$ cat src/rtl/lane_pkg.sv
package lane_pkg;

    parameter int ELEM_BYTES = 8;
    parameter int BYTE_W     = 8;
    localparam int ELEM_W    = ELEM_BYTES * BYTE_W;
    localparam int OFS_W     = $clog2(ELEM_BYTES);
    localparam int LEN_W     = OFS_W + 1;
    localparam int BYTE_SH   = $clog2(BYTE_W);
    localparam int SH_W      = OFS_W + BYTE_SH;
    localparam int QUAD_CODE = ELEM_BYTES;
    localparam logic [OFS_W-1:0] OFS_MAX = OFS_W'(ELEM_BYTES - 1);

    typedef enum logic [1:0] {
        OP_LOAD  = 2'd0,
        OP_STORE = 2'd1,
        OP_FETCH = 2'd2,
        OP_LOAD2 = 2'd3
    } op_e;

    // request fields that steer lane selection
    typedef struct packed {
        op_e              op;
        logic [OFS_W-1:0] ofs;
        logic [LEN_W-1:0] len;
        logic             big;
        logic             rev;
    } cmd_t;

    // decoded control for the data mover
    typedef struct packed {
        logic             quad;
        logic [OFS_W-1:0] code;
        logic [OFS_W-1:0] ofs_eff;
        logic [OFS_W-1:0] lane;
        logic             align_err;
        logic             fetch_err;
    } ctl_t;

    // registered result
    typedef struct packed {
        logic [ELEM_W-1:0]     lo;
        logic [ELEM_W-1:0]     hi;
        logic [ELEM_BYTES-1:0] be;
        logic [OFS_W-1:0]      addr;
        logic                  align_err;
        logic                  fetch_err;
    } res_t;

    // reverse-endian offset swizzle
    function automatic logic [OFS_W-1:0] swizzle(input logic [OFS_W-1:0] ofs,
                                                 input logic [OFS_W-1:0] code);
        return ofs ^ (OFS_MAX ^ code);
    endfunction

    // true when the access runs past the last byte of the element
    function automatic logic crosses(input logic [OFS_W-1:0] ofs,
                                     input logic [OFS_W-1:0] code);
        logic [OFS_W:0] sum;
        sum = {1'b0, ofs} + {1'b0, code};
        return sum > {1'b0, OFS_MAX};
    endfunction

endpackage

$ cat src/rtl/lane_ctl.sv
module lane_ctl
    import lane_pkg::*;
(
    input  cmd_t cmd,
    output ctl_t ctl
);

    logic             quad;
    logic             bad;
    logic             is_fetch;
    logic [OFS_W-1:0] code;
    logic [OFS_W-1:0] big_adj;
    logic [OFS_W-1:0] ofs_eff;

    always_comb begin
        code     = cmd.len[OFS_W-1:0];
        quad     = (cmd.len == LEN_W'(QUAD_CODE));
        bad      = (cmd.len > LEN_W'(QUAD_CODE));
        is_fetch = (cmd.op == OP_FETCH);
        big_adj  = cmd.big ? (OFS_MAX ^ code) : '0;
        ofs_eff  = (cmd.rev && !quad && !bad) ? swizzle(cmd.ofs, code) : cmd.ofs;

        ctl           = '0;
        ctl.quad      = quad;
        ctl.code      = code;
        ctl.ofs_eff   = ofs_eff;
        ctl.fetch_err = is_fetch && !quad && !bad && ((cmd.ofs & code) != '0);
        ctl.align_err = bad || (!is_fetch && !quad && crosses(ofs_eff, code));

        if (is_fetch)
            ctl.lane = cmd.ofs ^ big_adj;
        else if (cmd.big)
            ctl.lane = OFS_MAX - ofs_eff - code;
        else
            ctl.lane = ofs_eff;
    end

endmodule

$ cat src/rtl/lane_mover.sv
module lane_mover
    import lane_pkg::*;
(
    input  op_e               op,
    input  logic [ELEM_W-1:0] data_lo,
    input  logic [ELEM_W-1:0] data_hi,
    input  ctl_t              ctl,
    output res_t              res
);

    logic [ELEM_BYTES-1:0] keep;
    logic [ELEM_W-1:0]     dmask;
    logic [SH_W-1:0]       shamt;

    // byte i takes part when its index does not exceed the length code
    for (genvar i = 0; i < ELEM_BYTES; i++) begin : g_lane
        assign keep[i]                    = (OFS_W'(i) <= ctl.code);
        assign dmask[i*BYTE_W +: BYTE_W]  = {BYTE_W{keep[i]}};
    end

    assign shamt = SH_W'(ctl.lane) << BYTE_SH;

    always_comb begin
        res           = '0;
        res.addr      = ctl.ofs_eff;
        res.align_err = ctl.align_err;
        res.fetch_err = ctl.fetch_err;
        if (ctl.quad) begin
            res.lo = data_lo;
            res.hi = data_hi;
            res.be = '1;
        end else if (ctl.align_err || ctl.fetch_err) begin
            res.lo = '0;
            res.be = '0;
        end else if (op == OP_STORE || op == OP_FETCH) begin
            res.lo = (data_lo >> shamt) & dmask;
            res.be = keep << ctl.lane;
        end else begin
            res.lo = (data_lo & dmask) << shamt;
            res.be = keep << ctl.lane;
        end
    end

endmodule

$ cat src/rtl/lane_pipe.sv
module lane_pipe
    import lane_pkg::*;
(
    input  logic clk,
    input  logic rst,
    input  logic in_valid,
    output logic in_ready,
    input  res_t d,
    output logic out_valid,
    input  logic out_ready,
    output res_t q
);

    assign in_ready = !out_valid || out_ready;

    always_ff @(posedge clk) begin
        if (rst) begin
            out_valid <= 1'b0;
            q         <= '0;
        end else begin
            if (in_ready)
                out_valid <= in_valid;
            if (in_valid && in_ready)
                q <= d;
        end
    end

endmodule

$ cat src/rtl/lane_aligner.sv
module lane_aligner
    import lane_pkg::*;
(
    input  logic                  clk,
    input  logic                  rst,
    input  logic                  in_valid,
    output logic                  in_ready,
    input  logic [1:0]            in_op,
    input  logic [OFS_W-1:0]      in_addr,
    input  logic [LEN_W-1:0]      in_len,
    input  logic                  in_big,
    input  logic                  in_rev,
    input  logic [ELEM_W-1:0]     in_data_lo,
    input  logic [ELEM_W-1:0]     in_data_hi,
    output logic                  out_valid,
    input  logic                  out_ready,
    output logic [ELEM_W-1:0]     out_data_lo,
    output logic [ELEM_W-1:0]     out_data_hi,
    output logic [ELEM_BYTES-1:0] out_be,
    output logic [OFS_W-1:0]      out_addr,
    output logic                  out_align_err,
    output logic                  out_fetch_err
);

    cmd_t cmd;
    ctl_t ctl;
    res_t res_d;
    res_t res_q;

    always_comb begin
        cmd.op  = op_e'(in_op);
        cmd.ofs = in_addr;
        cmd.len = in_len;
        cmd.big = in_big;
        cmd.rev = in_rev;
    end

    lane_ctl u_ctl (
        .cmd (cmd),
        .ctl (ctl)
    );

    lane_mover u_mover (
        .op      (cmd.op),
        .data_lo (in_data_lo),
        .data_hi (in_data_hi),
        .ctl     (ctl),
        .res     (res_d)
    );

    lane_pipe u_pipe (
        .clk       (clk),
        .rst       (rst),
        .in_valid  (in_valid),
        .in_ready  (in_ready),
        .d         (res_d),
        .out_valid (out_valid),
        .out_ready (out_ready),
        .q         (res_q)
    );

    assign out_data_lo   = res_q.lo;
    assign out_data_hi   = res_q.hi;
    assign out_be        = res_q.be;
    assign out_addr      = res_q.addr;
    assign out_align_err = res_q.align_err;
    assign out_fetch_err = res_q.fetch_err;

endmodule

$ cat config.mk
export PLATFORM = sky130hd
export DESIGN_NAME = lane_aligner
export DESIGN_NICKNAME = d
export VERILOG_FILES = /design/src/rtl/lane_pkg.sv /design/src/rtl/lane_ctl.sv /design/src/rtl/lane_mover.sv /design/src/rtl/lane_pipe.sv /design/src/rtl/lane_aligner.sv
export SDC_FILE = /design/constraint.sdc
export NUM_CORES = 1
export LEC_CHECK = 0
export ABC_CLOCK_PERIOD_IN_PS = 3000
export BUFFER_PORTS_ARGS = -buffer_cell sky130_fd_sc_hd__buf_2
export CORE_UTILIZATION = 34
export DETAILED_ROUTE_END_ITERATION = 12
export SKIP_LAST_GASP = 1
export SLEW_MARGIN = 20
export SYNTH_ARGS = -nofsm -noshare
export SYNTH_HDL_FRONTEND = slang
export SYNTH_SLANG_ARGS = --single-unit
$ cat constraint.sdc
create_clock -name clk -period 3 [get_ports clk]
set_input_delay 0.3 -clock clk [delete_from_list [all_inputs] [get_ports clk]]
set_output_delay 0.3 -clock clk [all_outputs]
set_load 0.01 [all_outputs]
Word-level counts from Yosys, hierarchy flattened
Cells that the tools add are included.

Reductions and logical operators: 17. Magnitude comparators: 10. Equality and inequality tests: 3. Multiplexer cells: 10. Shifts and indexed selects: 3. Add/subtract/negate cells: 3. Bitwise gates (word level): 6.

Operators by type and width (count): $mux W64 (4); $and A64 B64 Y64 (2); $shl A64 B6 Y64 (1); $shr A64 B6 Y64 (1); $mux W8 (2); $le A3 B3 Y1 const A (4); $mux W3 (4); $logic_and A1 B1 Y1 (8); $shl A8 B3 Y8 (1); $le A1 B3 Y1 const A (2); $le A2 B3 Y1 const A (2); $xor A3 B3 Y3 (2); $add A3 B3 Y4 (1); $eq A4 B4 Y1 const B (1); $gt A4 B3 Y1 const B (1); $gt A4 B4 Y1 const B (1); $logic_not A1 Y1 (4); $logic_or A1 B1 Y1 (4); $and A3 B3 Y3 (1); $not A3 Y3 (1); $reduce_bool A3 Y1 (1); $sub A3 B3 Y3 (1); $sub A3 B3 Y3 const A (1); $eq A2 B1 Y1 const B (1); $eq A2 B2 Y1 const B (1).

Flip-flop bits (word level): 142. Output and inout port bits: 143. Word-level logic and storage cells: 59.

Logic depth before layout (Yosys ltp)
Word-level depth: 14. Depth in mapped cells: 15.

By module
A second synthesis with hierarchy kept.

Cells, all modules: 1537. Area, all modules: 12384.4 um^2.

Modules (own cells, without submodules): lane_pipe (area an instance 6508.7 um^2, instances 1, cells an instance 647); lane_mover (area an instance 5499.0 um^2, instances 1, cells an instance 839); lane_ctl (area an instance 376.6 um^2, instances 1, cells an instance 51).

Worst setup path before layout
Ideal clock, no wire load.

Kind: input-to-reg. Start: in in_addr[1]. End: reg u_pipe.q[129] (netlist name). Required time: 2.878 ns. Stages on the path: 14. Library setup time: 0.122 ns. Data arrival time: 3.115 ns. Slack: -0.236 ns. Buffers on the path: 2. Path through: ha_1 and3b_1 a21o_1 inv_1 fa_1 xnor2_1 a2111oi_2 or4_1 buf_4 buf_6 nand2_1 a21oi_1 a211o_1 a221o_1.

RTL lines: from (decl) (RTL line lane_aligner.sv:9) `input logic [OFS_W-1:0] in_addr,`; to (signal assigned) (RTL line lane_pipe.sv:19) `q <= '0;`; to (signal assigned) (RTL line lane_pipe.sv:24) `q <= d;`; to (decl) (RTL line lane_pipe.sv:11) `output res_t q`.

==> flow_metrics.tcl <==
set metrics [dict create \
    cellPowerDensity_nw_per_um2 484.6 \
    fp.coreArea_um2 29010 \
    firstDrtPassIters 9 \
    starting_utilization_of_the_core_area 0.3494 \
    cts-root-buf "clkbuf_16" \
    grt_antenna_before_repair 1 \
    period_minus_slack_ns 3.002 \
    cts_tree "yes" \
    yosys_warnings 0 \
    netlist.top_cell.by_area "dfxtp_1" \
    first_global_vias 12130 \
    synthesis.area_per_instance_um2 7.704 \
    via_count 12840 \
    pre_cts_ws_ns -0.6823 \
    route.antenna.remaining_nets 0 \
    rows 62 \
    gp_congestion 1.010 \
    die_h_um 174.7 \
    h-tree-depth 4 \
    synthFlopType "dfxtp_1" \
    drive_gt1_frac 0.3534 \
    critical-path-top-cell-by-count "buf_6" \
    syn_inst 1316 \
    slew_viol_final 0 \
    crit_path_end_kind "flop" \
    outcome "finished with violations" \
    synth_async_sr_flop_share 0 \
    floorplan.die_area_um2 30510 \
    vdd_drop_max_uv 393.0 \
    nets 1836 \
    synth-edff-count 0 \
    critPathRequiredTime_ns 3.32 \
    insertedDiodeCount 0 \
    leakage_nw 6.117 \
    worst_setup_hold_path_clk_slew_ns 0.07 \
    rr_worst_depth 9 \
    global_route.overflow_total 0 \
    grt_max_degree 145 \
    routed_wl_mm 49.21 \
    cpPeakStageDelay_ns 0.63 \
    floorplan.die.width_um 174.7 \
    worst_skew_pair.late_latency_ns 0.44 \
    synthesis.nets 1466 \
    netlist_top_cells_area "dfxtp_1 (28%), a22oi_1 (9.7%), nor2_1 (5.8%), nand2_1 (5.6%), mux2i_1 (5.4%)" \
    drt-wirelength-per-cell_um 23.63 \
    drtIter0Drc 1506 \
    finalClockSkew_ns 0.009803 \
    holdBufCountCts 0 \
    worstHoldPathType "input port to flop" \
    layout_worst_path_cycle_share 1.001 \
    cts_sinks 142 \
    violations "negative setup slack" \
    viasPerCell 6.166 \
    grt_util_all_layers 0.3120 \
    detailedPlacementHpwl_mm 36.04 \
    numCtsBuffers 17 \
    synth_to_final_area_change_pct 38.34 \
    crit_arrival_ns 3.32 \
    worstPathMaxFanout 7 \
    synthDominantCellAreaShare 0.2804 \
    num_io_pins 286 \
    port-buffer-count 285 \
    timing.final.setup_violations 1 \
    hold_viol 0 \
    critical_path.startpoint_type "input port" \
    crit_slowest_cell "or4_4" \
    slew-limit-headroom 0.4686 \
    fmaxAchievable_mhz 333.1 \
    setup_total_negative_slack_ns -0.001797 \
    synth-seq-cells 142 \
    synth.cell_area_um2 10140 \
    final_design_area_no_fill_um2 14030 \
    rsz_0062_raised_after_global_routing "true" \
    fin_ws_ns -0.001797 \
    max-cap-violations 0 \
    detail_route.drc_violations 0 \
    cp_cell_sequence "buf_6, ha_4, and3b_1, a21o_1, inv_2, fa_2, buf_6, xnor2_4, a2111oi_4, or4_4, buf_12, buf_6, nand3_4, a21oi_1, a211o_1, a221o_1" \
    placed_cell_area_um2 13120 \
    tightestPinTransition_ns 0.7971 \
    cts-root-to-sink-buffers 2 \
    seq_area_frac_synth 0.2804 \
    setup.worst_path.class "input port to flop" \
    first_pass_grt_wire_length_mm 73.60 \
    synth.lib_cells_used.distinct 87 \
    post_route_utilization 0.4834 \
    timing.hold.worst_path_depth 3 \
]
## state kept, by name, indices dropped and copies added (netlist names)
| register | flops |
|---|---|
| u_pipe.q | 141 |
| u_pipe.out_valid | 1 |
## metal layers
| metal | GRT usage | vias up | wire, um |
|---|---|---|---|
| met2 | 0.4980 | 854 | 22610 |
| met5 | 0 | - | 17 |
| met4 | 0.1496 | 2 | 1896 |
| li1 | - | 5775 | - |
| met3 | 0.05222 | 126 | 4704 |
| met1 | 0.4072 | 6081 | 19980 |
## final timing paths
path	start	to	slack, ns
setup / recovery	in_len[1]	u_pipe.q[129]	-0.002
hold / removal	in_data_hi[7]	u_pipe.q[20]	0.11
setup reg to reg	u_pipe.out_valid	u_pipe.q[93]	0.69
hold reg to reg	u_pipe.q[0]	u_pipe.q[0]	0.46
## cell usage in the layout, fill, tap and decap left out, types with 27 or more instances in the layout
master,n
buf_2,282
nand3_1,67
nand2_1,148
nor2_1,151
a21oi_1,61
mux2i_1,55
a31oi_1,27
dfxtp_1,142
buf_4,173
o21ai_0,38
a22oi_1,131
## synthesized netlist by cell type (6+ instances only)
library cell	number
o211ai_1	19
o221ai_1	10
o311ai_0	7
a21oi_1	61
o21ai_0	38
buf_6	9
o21ai_1	7
clkbuf_1	62
a22o_1	12
dfxtp_1	142
a222oi_1	10
o22ai_1	8
and3_1	13
buf_1	12
a22oi_1	131
nand4_1	8
buf_4	8
and2_1	10
ha_1	6
o2bb2ai_1	10
buf_2	33
nand3_1	71
a221o_1	14
nand2b_1	7
a221oi_1	23
a2111oi_0	7
mux2_2	25
nor3_1	14
inv_1	14
nand2_1	152
nor2_1	158
a31oi_1	27
mux2i_1	55
a211oi_1	16
a32oi_1	6
## cell families after synthesis
family / after synthesis / share of synthesized area
DFF: 142 / 0.2804
adders and majority gates: 8 / 0.01037
and+or+nand+nor: 475 / 0.2136
muxes: 85 / 0.08972
xor gates and xnor gates: 5 / 0.004319
buffers and inverters: 139 / 0.06516
AOI/OAI and AO/OA: 462 / 0.3364
## where the power goes
group / total (W) / switching (W) / internal, W / leakage, nW
sequential: 0.00198 / 0.0000392 / 0.00194 / 1.15
combinational: 0.00242 / 0.00143 / 0.000989 / 4.67
clock: 0.00240 / 0.000986 / 0.00141 / 0.302
total: 0.00680 / 0.00246 / 0.00434 / 6.12
## through the flow
stage,cells,hold slack [ns],power [W]
5_1_grt,2082,0.1133,0.007042
2_1_floorplan,1316,0.4287,0.003272
6_report,2082,0.1067,0.006797
3_3_place_gp,2047,0.4473,0.004282
3_5_place_dp,2047,0.4511,0.004284
4_1_cts,2078,0.09679,0.006687
## timing repair
item,4_1_cts,5_1_grt
endpoints found under the setup margin,37,47
resized for setup,7,38
pin swaps,0,17
buffers inserted,0,3
cloned,0,1
## worst max-delay path, delay by kind of cell
kind / cells / cell delay [ns]
buf+inv: 5 / 0.60
fa+ha+maj: 2 / 0.59
compound gates: 5 / 0.79
simple gates: 3 / 0.89
xor+xnor: 1 / 0.15
## cell type report
class,count,area [um2]
multi-input combinational,1035,6953
clock buffer,17,425.4
fill,2920,14990
inverter,15,56.30
tap,384,480.5
clock inverter,14,205.2
timing repair buffer,475,3063
sequential,142,2843
Power figures use the tool's default switching activity.
